File: src/rtl/oscfail_pkg.sv
// Shared constants for the oscillator fail flag controller.
// Assumes the write data layout is fixed by software.
package oscfail_pkg;
    localparam int WDATA_W   = 3;
    localparam int WB_FAIL   = 0;
    localparam int WB_IE     = 1;
    localparam int WB_BKUP   = 2;
endpackage

File: src/rtl/oscfail_run_timer.sv
// Measures continuous oscillator run time in one-second ticks.
// Restarts whenever osc_run drops; saturates at RUN_SECS.
// Assumes sec_tick is a single-cycle pulse.
module oscfail_run_timer #(
    parameter int RUN_SECS = 4,
    localparam int CNT_W = $clog2(RUN_SECS + 1)
) (
    input  logic clk,
    input  logic rst_n,
    input  logic osc_run,
    input  logic sec_tick,
    output logic run_ok
);
    localparam logic [CNT_W-1:0] LIMIT = CNT_W'(RUN_SECS);

    logic [CNT_W-1:0] run_cnt;

    // Count ticks while running, restart on a dropout, hold at the limit.
    always_ff @(posedge clk) begin
        if (!rst_n || !osc_run)
            run_cnt <= '0;
        else if (sec_tick && run_cnt != LIMIT)
            run_cnt <= run_cnt + 1'b1;
    end

    // Guard satisfied once the limit is reached.
    always_comb run_ok = (run_cnt == LIMIT);
endmodule

File: src/rtl/oscfail_flag.sv
// Sticky fail flag with several set causes and a guarded clear.
// A set cause in the same cycle as a clear wins. Resets to 1.
module oscfail_flag (
    input  logic clk,
    input  logic rst_n,
    input  logic pwr_on_evt,
    input  logic stop_bit,
    input  logic osc_run,
    input  logic clr_req,
    input  logic run_ok,
    output logic flag_q
);
    logic set_any;
    logic clr_ok;

    // Collect set causes and the accepted clear.
    always_comb begin
        set_any = pwr_on_evt | stop_bit | ~osc_run;
        clr_ok  = clr_req & run_ok;
    end

    // Hold the flag; set dominates clear.
    always_ff @(posedge clk) begin
        if (!rst_n)
            flag_q <= 1'b1;
        else if (set_any)
            flag_q <= 1'b1;
        else if (clr_ok)
            flag_q <= 1'b0;
    end
endmodule

File: src/rtl/oscfail_irq.sv
// Holds the two interrupt enables and produces the registered request.
// Assumes rst_out is already synchronous to clk.
module oscfail_irq (
    input  logic clk,
    input  logic rst_n,
    input  logic we,
    input  logic wr_ie,
    input  logic wr_bkup,
    input  logic flag_q,
    input  logic vmain_ok,
    input  logic rst_out,
    output logic ie_q,
    output logic bkup_q,
    output logic irq_q
);
    logic irq_d;

    // Load both enables on every write.
    always_ff @(posedge clk) begin
        if (!rst_n) begin
            ie_q   <= 1'b0;
            bkup_q <= 1'b0;
        end else if (we) begin
            ie_q   <= wr_ie;
            bkup_q <= wr_bkup;
        end
    end

    // Combine flag, enable, supply mode and reset output.
    always_comb irq_d = flag_q & ie_q & (vmain_ok | bkup_q) & ~rst_out;

    // Register the request.
    always_ff @(posedge clk) begin
        if (!rst_n)
            irq_q <= 1'b0;
        else
            irq_q <= irq_d;
    end
endmodule

File: src/rtl/oscfail_ctrl.sv
// Top of the oscillator fail flag controller: run timer, sticky flag
// and interrupt gate. flag_rd is a read strobe that must have no effect.
module oscfail_ctrl #(
    parameter int RUN_SECS = 4
) (
    input  logic                             clk,
    input  logic                             rst_n,
    input  logic                             pwr_on_evt,
    input  logic                             stop_bit,
    input  logic                             osc_run,
    input  logic                             sec_tick,
    input  logic                             vmain_ok,
    input  logic                             rst_out,
    input  logic                             flag_rd,
    input  logic                             reg_we,
    input  logic [oscfail_pkg::WDATA_W-1:0]  reg_wdata,
    output logic                             fail_flag,
    output logic                             irq
);
    import oscfail_pkg::*;

    logic run_ok;
    logic clr_req;
    logic ie_q;
    logic bkup_q;

    // Software clear request: a write carrying 0 in the flag bit.
    always_comb clr_req = reg_we & ~reg_wdata[WB_FAIL];

    oscfail_run_timer #(.RUN_SECS(RUN_SECS)) u_timer (
        .clk      (clk),
        .rst_n    (rst_n),
        .osc_run  (osc_run),
        .sec_tick (sec_tick),
        .run_ok   (run_ok)
    );

    oscfail_flag u_flag (
        .clk        (clk),
        .rst_n      (rst_n),
        .pwr_on_evt (pwr_on_evt),
        .stop_bit   (stop_bit),
        .osc_run    (osc_run),
        .clr_req    (clr_req),
        .run_ok     (run_ok),
        .flag_q     (fail_flag)
    );

    oscfail_irq u_irq (
        .clk      (clk),
        .rst_n    (rst_n),
        .we       (reg_we),
        .wr_ie    (reg_wdata[WB_IE]),
        .wr_bkup  (reg_wdata[WB_BKUP]),
        .flag_q   (fail_flag),
        .vmain_ok (vmain_ok),
        .rst_out  (rst_out),
        .ie_q     (ie_q),
        .bkup_q   (bkup_q),
        .irq_q    (irq)
    );
endmodule

File: config.mk
export PLATFORM = sky130hd
export DESIGN_NAME = oscfail_ctrl
export DESIGN_NICKNAME = d
export VERILOG_FILES = /design/src/rtl/oscfail_pkg.sv /design/src/rtl/oscfail_run_timer.sv /design/src/rtl/oscfail_flag.sv /design/src/rtl/oscfail_irq.sv /design/src/rtl/oscfail_ctrl.sv
export SDC_FILE = /design/constraint.sdc
export NUM_CORES = 1
export LEC_CHECK = 0
export BUFFER_PORTS_ARGS = -buffer_cell sky130_fd_sc_hd__buf_2
export CORE_AREA = 5 5 42 44
export DETAILED_ROUTE_END_ITERATION = 10
export DIE_AREA = 0 0 47 49
export MAX_ROUTING_LAYER = met4
export PLACE_DENSITY = 0.55
export SYNTH_ARGS = -nofsm -noshare
export SYNTH_HDL_FRONTEND = slang
export SYNTH_SLANG_ARGS = --single-unit
export TNS_END_PERCENT = 20
File: constraint.sdc
create_clock -name clk -period 1.3 [get_ports clk]
set_input_delay 0.065 -clock clk [delete_from_list [all_inputs] [get_ports clk]]
set_output_delay 0.065 -clock clk [all_outputs]
set_load 0.01 [all_outputs]
==> qor.yml <==
diodes: 0
die_w_microns: 47
setup_viol: 0
use_met1_pct: 8.37
synthToLayoutAreaGrowth_pct: 40.2
ys_seq_area_share_pct: 44.1
grt_pass1_wl_microns: 1170
syn_area_per_cell_sq_um: 10.3
cp-start-kind: "flip-flop"
fin_setup_tns_ns: 0
cts_setup_buffers: 0
worstSetupEndpointType: "flip-flop"
wl_microns: 702
grt_pass1_vias: 279
clkSlewWorstSetupHoldPaths_ns: 0.05
fin_crit_sh_pct: 91.7
clock-root-buffer: "clkbuf_4"
rsz0062_at_grt: "no"
clk_latency_ns: 0.24
cts_tree: "built"
fin_crit_ns: 1.19
drt-wirelength-per-cell_microns: 10.8
antenna_left: 0
fill_cells: 162
arrival_ns: 1.32
p_leak_nw: 0.196
nets: 65
final_common_cell: "buf_2"
gr-usage-met3_pct: 2.21
numPlacedInstances: 60
met2_usage_pct: 10.6
required_ns: 1.43
start_util_pct: 22.7
hold_class: "in -> reg"
worstSetupPathType: "reg -> reg"
drt-vias-per-instance: 4.40
slew_violations: 0
gp_congestion: 0.679
die_area_sq_um: 2300
finalHoldViolCount: 0
grt_most_used_layer: "met2"
ys_ff_latch: 7
dr.pass1.iters: 2
hpwl_microns: 587
pin_count: 15
die_h_microns: 49
cts.sinks: 7
slew-limit-headroom_pct: 88.4
final.setup.worst_slack_ns: 0.107
grtUsageTotal_pct: 7.01
fin_area_sq_um: 445
cp_max_fo: 4
syn-num-nets: 46
port-buffer-count: 13
core_sq_um: 1400
layout-drive-gt1-share_pct: 38.8
worst_ir_drop_vdd_mv: 0.325
instances_no_fill: 65
netlist_area_sq_um: 318
layout_common_cells: "buf_2 (13), dfxtp_1 (7), mux2i_1 (4)"
htree_levels: 1
worstMarginPinSlew_ns: 0.173
postSynthCellCount: 31
yosysUniqueCellTypes: 15
post_dp_cell_area_sq_um: 403
antenna_found_initial: 0
grt_overflow: 0
power.total_w: 0.000467
drt_iter0_drc: 1
powerDensity_nw_per_um2: 1050
clockBufferDepth: 2
drc: 0
pre_cts_slack_ns: 0.0943
drv_cap: 0
numCtsBuffers: 3
yosys_warnings: 0
grt_start_max_net_pins: 9
rows: 14
fmax_mhz: 838
vias: 286
finClkSkew_ns: 0.00425
status: "finished clean"
==> routing by layer <==
layer / routed length, microns / part of all wire (%)
met2: 381 / 54
met4: 0 / 0
met5: 0 / 0
met1: 305 / 43
met3: 15 / 2.1
==> critical path: stages (launching register included) <==
cell and delay, ns:
dfxtp_1 0.33, inv_1 0.06, ha_2 0.19, nand4b_1 0.09, a2111o_1 0.40
==> sequential cells by signal, indices dropped and copies added, names as in the netlist <==
register         flops
u_irq.bkup_q         1
u_irq.irq_q          1
u_flag.flag_q        1
u_timer.run_cnt      3
u_irq.ie_q           1
==> through the flow <==
| stage | utilization, % | hold slack, ns |
|---|---|---|
| CTS | 31.3 | 0.00497 |
| global route | 31.8 | 0.00640 |
| finish | 31.8 | 0.0117 |
| detailed placement | 28.7 | 0.250 |
| floorplan | - | 0.157 |
| global placement | 28.7 | 0.245 |
==> power breakdown <==
group          switching [W]  internal (W)
sequential        0.00000405      0.000221
clock              0.0000740      0.000117
combinational      0.0000220     0.0000284
total               0.000100      0.000367
==> synthesized netlist by cell type <==
| master | n | area, sq um |
|---|---|---|
| dfxtp_1 | 7 | 140 |
| nor2_1 | 2 | 7.51 |
| a2111o_1 | 1 | 11.3 |
| ha_1 | 2 | 25.0 |
| and4b_1 | 1 | 10.0 |
| a21boi_1 | 1 | 7.51 |
| nand4b_1 | 2 | 17.5 |
| nand3b_1 | 1 | 7.51 |
| a21oi_1 | 1 | 5.00 |
| nor2b_1 | 2 | 12.5 |
| nand2_2 | 1 | 6.26 |
| nor3_1 | 1 | 5.00 |
| nand3_1 | 3 | 15.0 |
| inv_1 | 2 | 7.51 |
| mux2i_1 | 4 | 40.0 |
==> area by class of cell <==
cell class                 count  area [sq um]  area share [%]
clock buffer                   4          26.3            5.90
inverter                       2          7.51            1.69
multi-input combinational     22           176            39.6
sequential                     7           140            31.5
tap                           16          20.0            4.49
timing repair buffer          14          75.1            16.9
==> what timing repair did <==
| item | 4_1_cts | 5_1_grt |
|---|---|---|
| endpoints found under the hold margin | 1 | 0 |
| gates resized for setup | 0 | 2 |
| hold buffers | 1 | 0 |
| setup endpoints to repair | 0 | 3 |
==> final timing paths <==
kind	slack (ns)	cells after the start	endpoint	start
max reg2reg	0.11	4	u_flag.flag_q	u_timer.run_cnt[0]
min reg2reg	0.48	2	u_irq.irq_q	u_irq.bkup_q
min	0.01	2	u_flag.flag_q	stop_bit
max	0.11	4	u_flag.flag_q	u_timer.run_cnt[0]
==> cells by family (layout without fill, tap and decap cells) <==
kind of cell | after synthesis | in the layout | synth area share [%]
multiplexers | 4 | 4 | 12.6
AND/OR/NAND/NOR | 13 | 13 | 25.6
flip-flops | 7 | 7 | 44.1
buffers and inverters | 2 | 20 | 2.36
AO/OA/AOI/OAI | 3 | 3 | 7.48
adder cells (fa/ha/maj) | 2 | 2 | 7.87
(Power assumes the default switching activity.)
